$ cat config.mk
export PLATFORM = sky130hd
export DESIGN_NAME = crc_lfsr_engine
export DESIGN_NICKNAME = d
export VERILOG_FILES = /design/src/rtl/crc_lfsr_pkg.sv /design/src/rtl/crc_lfsr_cfg.sv /design/src/rtl/crc_lfsr_feed.sv /design/src/rtl/crc_lfsr_core.sv /design/src/rtl/crc_lfsr_engine.sv
export SDC_FILE = /design/constraint.sdc
export NUM_CORES = 2
export LEC_CHECK = 0
export ABC_AREA = 1
export BUFFER_PORTS_ARGS = -buffer_cell sky130_fd_sc_hd__buf_2
export CAP_MARGIN = 25
export CORE_MARGIN = 2
export CORE_UTILIZATION = 40
export CTS_CLUSTER_DIAMETER = 40
export DETAILED_ROUTE_END_ITERATION = 8
export GPL_TIMING_DRIVEN = 0
export PLACE_DENSITY_LB_ADDON = 0.08
export REMOVE_ABC_BUFFERS = 1
export SYNTH_ARGS = -nofsm -noshare
export SYNTH_HDL_FRONTEND = slang
export SYNTH_SLANG_ARGS = --single-unit
$ cat constraint.sdc
create_clock -name clk_i -period 14 [get_ports clk_i]
set_input_delay 1.4 -clock clk_i [delete_from_list [all_inputs] [get_ports clk_i]]
set_output_delay 1.4 -clock clk_i [all_outputs]
set_load 0.05 [all_outputs]
$ cat src/rtl/crc_lfsr_pkg.sv
`timescale 1ns/1ps
package crc_lfsr_pkg;
  localparam int unsigned BYTE_W = 8;

  typedef struct packed {
    logic crc_en;
    logic prng_en;
    logic ent_en;
    logic msb_first;
    logic bswap;
  } gf_cfg_t;
endpackage

$ cat src/rtl/crc_lfsr_cfg.sv
`timescale 1ns/1ps
module crc_lfsr_cfg
  import crc_lfsr_pkg::*;
(
  input  logic    clk_i,
  input  logic    rst_ni,
  input  logic    we_i,
  input  logic    crc_en_i,
  input  logic    prng_en_i,
  input  logic    ent_en_i,
  input  logic    msb_first_i,
  input  logic    bswap_i,
  output gf_cfg_t cfg_o
);
  gf_cfg_t cfg_q;

  always_ff @(posedge clk_i or negedge rst_ni) begin
    if (!rst_ni) begin
      cfg_q <= '0;
    end else if (we_i) begin
      // PRNG wins: CRC is refused whenever PRNG is requested
      cfg_q.crc_en    <= crc_en_i & ~prng_en_i;
      cfg_q.prng_en   <= prng_en_i;
      cfg_q.ent_en    <= ent_en_i;
      cfg_q.msb_first <= msb_first_i;
      cfg_q.bswap     <= bswap_i;
    end
  end

  assign cfg_o = cfg_q;
endmodule

$ cat src/rtl/crc_lfsr_feed.sv
`timescale 1ns/1ps
module crc_lfsr_feed
  import crc_lfsr_pkg::*;
#(
  parameter int unsigned W = 32,
  localparam int unsigned NB = W / BYTE_W,
  localparam int unsigned CNT_W = (NB > 1) ? $clog2(NB) : 1
) (
  input  logic [W-1:0]     data_i,
  input  logic [CNT_W-1:0] cnt_i,
  input  logic             msb_first_i,
  input  logic             bswap_i,
  output logic [W-1:0]     feed_o
);
  logic full_word;
  assign full_word = (cnt_i == CNT_W'(NB - 1));

  for (genvar k = 0; k < NB; k++) begin : g_byte
    logic [BYTE_W-1:0] sel;
    always_comb begin
      sel = (bswap_i && full_word) ? data_i[(NB-1-k)*BYTE_W +: BYTE_W]
                                   : data_i[k*BYTE_W +: BYTE_W];
    end
    for (genvar j = 0; j < BYTE_W; j++) begin : g_bit
      assign feed_o[k*BYTE_W + j] = msb_first_i ? sel[BYTE_W-1-j] : sel[j];
    end
  end
endmodule

$ cat src/rtl/crc_lfsr_core.sv
`timescale 1ns/1ps
module crc_lfsr_core
  import crc_lfsr_pkg::*;
#(
  parameter int unsigned W = 32,
  localparam int unsigned NB = W / BYTE_W,
  localparam int unsigned CNT_W = (NB > 1) ? $clog2(NB) : 1
) (
  input  logic [W-1:0]     state_i,
  input  logic [W-1:0]     poly_i,
  input  logic [W-1:0]     feed_i,
  input  logic [CNT_W-1:0] cnt_i,
  input  logic             ent_i,
  output logic [W-1:0]     crc_res_o,
  output logic [W-1:0]     prng_res_o,
  output logic [W-1:0]     ent_res_o,
  output logic             ent_fb_o
);
  function automatic logic [W-1:0] gf_step(input logic [W-1:0] s,
                                           input logic [W-1:0] p,
                                           input logic         b);
    logic fb;
    fb = s[0] ^ b;
    return (s >> 1) ^ (fb ? p : '0);
  endfunction

  // unrolled CRC chain, one stage per input bit
  logic [W-1:0] chain [0:W];
  assign chain[0] = state_i;
  for (genvar k = 0; k < W; k++) begin : g_crc
    assign chain[k+1] = gf_step(chain[k], poly_i, feed_i[k]);
  end

  always_comb begin
    crc_res_o = chain[W];
    for (int n = 0; n < NB; n++) begin
      if (cnt_i == CNT_W'(n)) crc_res_o = chain[(n+1)*BYTE_W];
    end
  end

  // free-running PRNG chain, one byte per clock
  logic [W-1:0] pchain [0:BYTE_W];
  assign pchain[0] = state_i;
  for (genvar k = 0; k < BYTE_W; k++) begin : g_prng
    assign pchain[k+1] = gf_step(pchain[k], poly_i, 1'b0);
  end
  assign prng_res_o = pchain[BYTE_W];

  assign ent_fb_o  = state_i[0] ^ ent_i;
  assign ent_res_o = gf_step(state_i, poly_i, ent_i);
endmodule

$ cat src/rtl/crc_lfsr_engine.sv
`timescale 1ns/1ps
module crc_lfsr_engine
  import crc_lfsr_pkg::*;
#(
  parameter int unsigned W = 32,
  parameter logic [W-1:0] POLY_RST  = 'hEDB88320,
  parameter logic [W-1:0] STATE_RST = '1,
  localparam int unsigned NB = W / BYTE_W,
  localparam int unsigned CNT_W = (NB > 1) ? $clog2(NB) : 1
) (
  input  logic              clk_i,
  input  logic              rst_ni,
  input  logic              ctrl_we_i,
  input  logic              ctrl_crc_en_i,
  input  logic              ctrl_prng_en_i,
  input  logic              ctrl_ent_en_i,
  input  logic              ctrl_msb_first_i,
  input  logic              ctrl_bswap_i,
  input  logic              poly_we_i,
  input  logic [W-1:0]      poly_wdata_i,
  output logic [W-1:0]      poly_o,
  input  logic              state_we_i,
  input  logic [W-1:0]      state_wdata_i,
  output logic [W-1:0]      state_o,
  input  logic              din_valid_i,
  input  logic [W-1:0]      din_i,
  input  logic [CNT_W-1:0]  din_cnt_i,
  input  logic              ent_i,
  output logic              rnd_valid_o,
  output logic [BYTE_W-1:0] rnd_o
);
  function automatic logic [W-1:0] rev(input logic [W-1:0] v);
    logic [W-1:0] r;
    for (int i = 0; i < W; i++) r[i] = v[W-1-i];
    return r;
  endfunction

  gf_cfg_t cfg;
  logic crc_en_w, prng_en_w, ent_en_w;

  crc_lfsr_cfg u_cfg (
    .clk_i       (clk_i),
    .rst_ni      (rst_ni),
    .we_i        (ctrl_we_i),
    .crc_en_i    (ctrl_crc_en_i),
    .prng_en_i   (ctrl_prng_en_i),
    .ent_en_i    (ctrl_ent_en_i),
    .msb_first_i (ctrl_msb_first_i),
    .bswap_i     (ctrl_bswap_i),
    .cfg_o       (cfg)
  );

  assign crc_en_w  = cfg.crc_en;
  assign prng_en_w = cfg.prng_en;
  assign ent_en_w  = cfg.ent_en;

  logic [W-1:0] poly_q, state_q, state_d;
  logic [W-1:0] feed, crc_res, prng_res, ent_res;
  logic         ent_fb;
  logic         rnd_valid_q, rnd_valid_d;
  logic [BYTE_W-1:0] rnd_q, rnd_d;

  crc_lfsr_feed #(.W(W)) u_feed (
    .data_i      (din_i),
    .cnt_i       (din_cnt_i),
    .msb_first_i (cfg.msb_first),
    .bswap_i     (cfg.bswap),
    .feed_o      (feed)
  );

  crc_lfsr_core #(.W(W)) u_core (
    .state_i    (state_q),
    .poly_i     (poly_q),
    .feed_i     (feed),
    .cnt_i      (din_cnt_i),
    .ent_i      (ent_i),
    .crc_res_o  (crc_res),
    .prng_res_o (prng_res),
    .ent_res_o  (ent_res),
    .ent_fb_o   (ent_fb)
  );

  // state held in LSB-first form; MSB-first view is the bit reverse
  assign poly_o  = cfg.msb_first ? rev(poly_q)  : poly_q;
  assign state_o = cfg.msb_first ? rev(state_q) : state_q;

  always_comb begin
    state_d = state_q;
    if (state_we_i) begin
      state_d = cfg.msb_first ? rev(state_wdata_i) : state_wdata_i;
    end else if (cfg.prng_en) begin
      state_d = cfg.ent_en ? ent_res : prng_res;
    end else if (cfg.crc_en && din_valid_i) begin
      state_d = crc_res;
    end
  end

  always_comb begin
    rnd_valid_d = cfg.prng_en | cfg.ent_en;
    rnd_d       = '0;
    if (cfg.prng_en) begin
      if (cfg.ent_en) rnd_d[0] = ent_fb;
      else            rnd_d    = prng_res[BYTE_W-1:0];
    end else if (cfg.ent_en) begin
      rnd_d[0] = ent_i;
    end
  end

  always_ff @(posedge clk_i or negedge rst_ni) begin
    if (!rst_ni) begin
      poly_q      <= POLY_RST;
      state_q     <= STATE_RST;
      rnd_valid_q <= 1'b0;
      rnd_q       <= '0;
    end else begin
      if (poly_we_i) poly_q <= cfg.msb_first ? rev(poly_wdata_i) : poly_wdata_i;
      state_q     <= state_d;
      rnd_valid_q <= rnd_valid_d;
      rnd_q       <= rnd_d;
    end
  end

  assign rnd_valid_o = rnd_valid_q;
  assign rnd_o       = rnd_q;
endmodule

=== Word-level counts from Yosys, hierarchy flattened ===
Cells that the tools add are included.

* Equality and inequality tests: 3
* Multiplexer cells: 94
* Bitwise operators: 77
* Reductions and logical operators: 4

{| class="wikitable"
|+ Operator list
! kind !! number
|-
| $mux W32 || 53
|-
| $xor A31 B32 Y32 || 41
|-
| $mux W1 || 35
|-
| $xor A1 B1 Y1 || 33
|-
| $mux W8 || 4
|-
| $mux W7 || 2
|-
| $eq A2 B2 Y1 const B || 2
|-
| $reduce_bool A3 Y1 || 1
|-
| $eq A2 B1 Y1 const B || 1
|-
| $logic_and A1 B1 Y1 || 2
|-
| $logic_not A2 Y1 || 1
|-
| $and A1 B1 Y1 || 1
|-
| $not A1 Y1 || 1
|-
| $or A1 B1 Y1 || 1
|}

* Bits in registers: 78
* Bits of input ports: 110
* Output and inout port bits: 73
* Word-level logic and storage cells: 187

=== Longest topological paths before layout ===
* Depth in word-level cells: 107
* Depth in mapped cells: 118
* Mapped depth without buffers: 113

=== By module ===
A second synthesis with hierarchy kept.

* Cell total of the unflattened synthesis: 4974
* Area, all modules: 28104.5 µm²

{| class="wikitable"
|+ Modules (own cells, without submodules)
! module !! instances !! cells each !! area an instance (µm²) !! sequential area each (µm²)
|-
| crc_lfsr_core || 1 || 3893 || 21260.4 || 0.0
|-
| crc_lfsr_engine || 1 || 843 || 5318.9 || 1884.3
|-
| crc_lfsr_feed || 1 || 216 || 1335.0 || 0.0
|-
| crc_lfsr_cfg || 1 || 22 || 190.2 || 125.1
|}

=== Worst setup path after synthesis ===
No wires, ideal clock.

* Kind: input-to-reg
* Start point: input port din_cnt_i[0]
* End point: register state_q[4]
* Setup time: 0.073 ns
* Data arrival time: 10.269 ns
* Data required time: 13.927 ns
* Setup slack: 3.658 ns
* Cell stages on the path: 100
* Path buffers: 4
* Path through: nand2_2 -> nor2_4 -> buf_6 -> nand2_1 -> nand3_2 -> nand3_1 -> nand2_2 -> nand2_1 -> nand2_2 -> nand3_2 -> nand2_2 -> inv_2 -> nor2_4 -> nand2_1 -> inv_1 -> nand2_1 -> nand2_1 -> inv_1 -> [64 not listed] -> nor2_4 -> nand3_2 -> nand2_4 -> nand2_1 -> nand2_2 -> nand2_4 -> nor2_2 -> nand2_2 -> nand3_4 -> nor2_1 -> nor2_4 -> buf_6 -> nand2_1 -> a21oi_1 -> o21ai_1 -> nand2_1 -> nand2_1 -> a21oi_1

* Word-level cells in the longest chain between the ends: 107
* Elaborated cells between the ends (all ways): 144
* Classes of those cells: 3 x eq/ne; 75 x mux; 64 x bitwise; 2 x reduce/logical

{| class="wikitable"
|+ RTL lines
! what !! line !! source
|-
| start: declaration || crc_lfsr_engine.sv:27 || <nowiki>input logic [CNT_W-1:0] din_cnt_i,</nowiki>
|-
| $eq A2 B2 Y1 || crc_lfsr_feed.sv:16, crc_lfsr_core.sv:37 ||
|-
| $logic_and A1 B1 Y1 || crc_lfsr_feed.sv:21 || <nowiki>sel = (bswap_i && full_word) ? data_i[(NB-1-k)*BYTE_W +: BYTE_W]</nowiki>
|-
| $mux W8 || crc_lfsr_feed.sv:21 ||
|-
| $mux W1 || crc_lfsr_feed.sv:25 || <nowiki>assign feed_o[k*BYTE_W + j] = msb_first_i ? sel[BYTE_W-1-j] : sel[j];</nowiki>
|-
| $xor A1 B1 Y1 || crc_lfsr_core.sv:23 || <nowiki>fb = s[0] ^ b;</nowiki>
|-
| $mux W32 || crc_lfsr_core.sv:24 || <nowiki>return (s >> 1) ^ (fb ? p : '0);</nowiki>
|-
| $xor A31 B32 Y32 || crc_lfsr_core.sv:24 ||
|-
| $xor A1 B1 Y1 || crc_lfsr_core.sv:23 ||
|-
| [89 not listed] || - ||
|-
| $xor A1 B1 Y1 || crc_lfsr_core.sv:23 ||
|-
| $mux W32 || crc_lfsr_core.sv:24 ||
|-
| $xor A31 B32 Y32 || crc_lfsr_core.sv:24 ||
|-
| $mux W32 (3 in series) || crc_lfsr_core.sv:37 || <nowiki>if (cnt_i == CNT_W'(n)) crc_res_o = chain[(n+1)*BYTE_W];</nowiki>
|-
| $mux W32 (*) || crc_lfsr_core.sv:37 ||
|-
| $mux W32 (*) || crc_lfsr_engine.sv:93 || <nowiki>end else if (cfg.crc_en && din_valid_i) begin</nowiki>
|-
| $mux W32 (*) || crc_lfsr_engine.sv:91 || <nowiki>end else if (cfg.prng_en) begin</nowiki>
|-
| $mux W32 (*) || crc_lfsr_engine.sv:89 || <nowiki>if (state_we_i) begin</nowiki>
|-
| end signal: assignment || crc_lfsr_engine.sv:117 || <nowiki>state_q <= state_d;</nowiki>
|-
| end: declaration || crc_lfsr_engine.sv:57 || <nowiki>logic [W-1:0] poly_q, state_q, state_d;</nowiki>
|}

Every way passes the cells marked *; elsewhere a longest branch is shown, timed or not. The select of a mux whose other input is x is not followed.
A chain may end at the register's enable or synchronous reset.

=== Final worst setup path ===
* Start point: input port din_cnt_i[1]
* End point: register state_q[28]

The elaborated chain is that of the path after synthesis.

==> results.md <==
* Share of synthesized flip-flops with an asynchronous set or reset at between 90% and 100%
* DP Wirelength at 84.2 mm
* CP peak stage delay at 0.20 ns
* Critical Path Source Type: input pin
* I/O Buffers at approximately 180
* Insertion delay to the later sink of the worst-skew pair at 0.40 ns
* Share of cells above drive strength 1 at 13.7%
* Worst path slowest cell: nor2_1
* Vias/cell at 5.31
* Die width at 267 um
* Fill count at 7315
* Critical Path Start: din_cnt_i[1]
* Compound-cell area share of the yosys netlist at under 10%
* CP Max Fanout at 19
* Clk pin slew, worst setup/hold paths at 0.09 ns
* Largest cells by area after synthesis: xor2_1 19%, nand2_1 16%, xnor2_1 15%
* Worst Hold Depth at 1
* Xor/xnor share of the synthesized area at 34.3%
* Clk buf depth at 2
* Largest net degree at the start of global routing at 113
* Synth area leader: xor2_1
* R2R setup slack at 0.80 ns
* CTS Hold Bufs at 0
* Die area at 71400 um2
* Setup slack after layout at roughly 0.72 ns
* Initial Util at between 40% and 50%
* Post-synth EDFFs at 0
* Top FF cell, synth: dfstp_2
* Post-synthesis cell area at between 20000 and 30000 um2
* Worst setup path category: input pin to flop
* Post-Synth Simple-Gate Area at roughly two fifths
* Slew of the pin with the lowest slew margin at between 1 and 1.5 ns
* Max-slew violations at 0
* CTS Buf Count at 9
* Gate Count Post-Synth at 4983
* CTS tree: built
* Diodes inserted at 0
* Placer Congestion at 0.901
* Routed WL per cell at 21.4 um
* Most frequent CP cell: nand2_1
* First-pass GRT wire length at 187 mm
* Sequential area share after synthesis at 7.26%
* Register-to-Register Path Depth at 111
* Reg2reg start: state_q[0]
* Detail Route Antenna Nets at 0
* Crit path DAT at between 10 and 15 ns
* Worst Path Required at approximately 14 ns
* H-tree levels at 3
* I/O pin count at 183
* Crit share post-route at 94.8%
* DRT Pass-1 Iters at 6
* Grt ovf at 0
* Critical Path Sink: state_q[28]
* Main combinational cell family by area after synthesis: simple AND/OR/NAND/NOR gates
* Chip Height at 267 um
* Mux cell area share after synthesis at 0%
* Adder-cell area share of the yosys netlist at 0%
* Syn avg cell area at 5.56 um2
* Clock root buffer: clkbuf_16
* Via count at 31400
* Core Util, Final at a little under half
* Final WL at 126 mm
* Tightest Hold Check Type: flop to flop
* Setup violators final at 0
* Crit path buf inv count at 31
* Worst setup EP type: flop
* Initial antenna violation count at 0
* Vias in the first global route at 28000
* Clock sink count at 78
* DRC at 0
* FMAX at 75.3 MHz
* Post-synthesis register bit count at 78
* DR iter-0 viols at about 3600
* Worst slack, placed at -10.25 ns
* Yosys warnings at 0
* Delay-heaviest family, CP: simple AND/OR/NAND/NOR gates
* FP Rows at 96
* # Max-Cap Violations at 0
* Final hold violation count at 0
* Status: completed
* Netlist cell types at 43
* Clock Skew at 0.0242 ns
* All-layer global routing usage at 34.6%
* Cell Area, Placed at 29700 um2
* Worst min-delay path startpoint: u_cfg.cfg_o[4]
* Top cell type's share of synthesized area at a little under a fifth
* Most frequent cells in the layout: 1134 x nand2_1, 916 x nor2_1, 591 x xor2_1
* Worst path depth at 116
* RR Endpoint: state_q[28]
* Max-slew headroom at 24.9%
* Fin crit period at 13.28 ns
* Core area at 68600 um2
* Commonest non-fill, non-tap cell in the layout: nand2_1
* Layout net count at 5092
* Final Cell Area at around 32000 um2
* Synthesis-to-layout area growth at 17.2%
worst min path at each step:
| stage | to | slack (ns) |
|---|---|---|
| global placement | u_cfg.cfg_o[4] | 0.49 |
| detailed placement | state_q[28] | 0.50 |
| floorplan | u_cfg.cfg_o[4] | 0.47 |
| CTS | state_q[28] | 0.52 |
| global route | state_q[22] | 0.54 |
| finish | u_cfg.cfg_o[4] | 0.52 |
cells in the mapped netlist (2+ instances only):
cell         n
nand2_2     47
o211ai_1     8
o22ai_1     33
a21oi_1     88
nor2_4       6
xnor2_2      2
clkbuf_1   257
a221o_1     13
o21ai_0    273
nand4_1     13
dfrtp_1     32
buf_2       44
buf_4        7
buf_6        3
nor2_1     932
nor3_1       8
a211oi_1     4
xnor2_1    486
nor2_2      15
o21ai_1     16
inv_1      346
a31oi_1     36
clkinv_1    16
nand3b_1    15
buf_1       63
nand3_2     17
nor2_8       2
nand3_4      3
xor2_1     596
nand3_1    321
nand2_4      4
nand2_1   1187
o221ai_1     3
dfstp_2     46
inv_2       33
cell type report:
class,instances,area (um2),share of cell area (%)
Tap cell,931,1160,3.59
Clock inverter,7,61.3,0.189
Timing Repair Buffer,344,3380,10.4
Clock buffer,9,225,0.694
Inverter,395,1520,4.70
Sequential cell,78,2020,6.24
Multi-Input combinational cell,4154,24100,74.2
what timing repair did:
item / 4_1_cts / 5_1_grt
setup buffers: 67 / 37
setup endpoints to repair: 32 / 32
pin swaps: 47 / 52
gates cloned: 20 / 0
gates resized for setup: 143 / 121
state kept, by name, summed over array words and instances (netlist names):
register / flops
state_q: 32
u_cfg.cfg_o: 5
rnd_o: 8
rnd_valid_o: 1
poly_q: 32
routing by layer:
metal  part of all wire, %  vias to the layer above  track usage [%]  routed length, um
li1                      -                    15300                -                  -
met1                    44                    14500             48.2              55200
met2                    44                     1381             54.4              56000
met3                   8.6                      233             5.01              10900
met4                   3.4                        0             11.4               4340
met5                     0                        -                0                  0
stage by stage:
step                hold WS (ns)  setup TNS [ns]  std cells
floorplan                  0.473         -238.24       4609
global placement           0.488         -659.25       5722
detailed placement         0.503         -323.61       5777
CTS                        0.521               0       5880
global route               0.541           -1.12       5918
finish                     0.520               0       5918
cell families (layout without fill, tap and decap cells):
kind of cell	after synthesis	count (layout)
AO/OA/AOI/OAI	479	479
XOR/XNOR	1084	1084
buffers and inverters	769	755
flip-flops	78	78
AND/OR/NAND/NOR	2573	2591
Power is not shown: default switching activity piles up to over one toggle a cycle in this logic, so the estimate is an artifact.
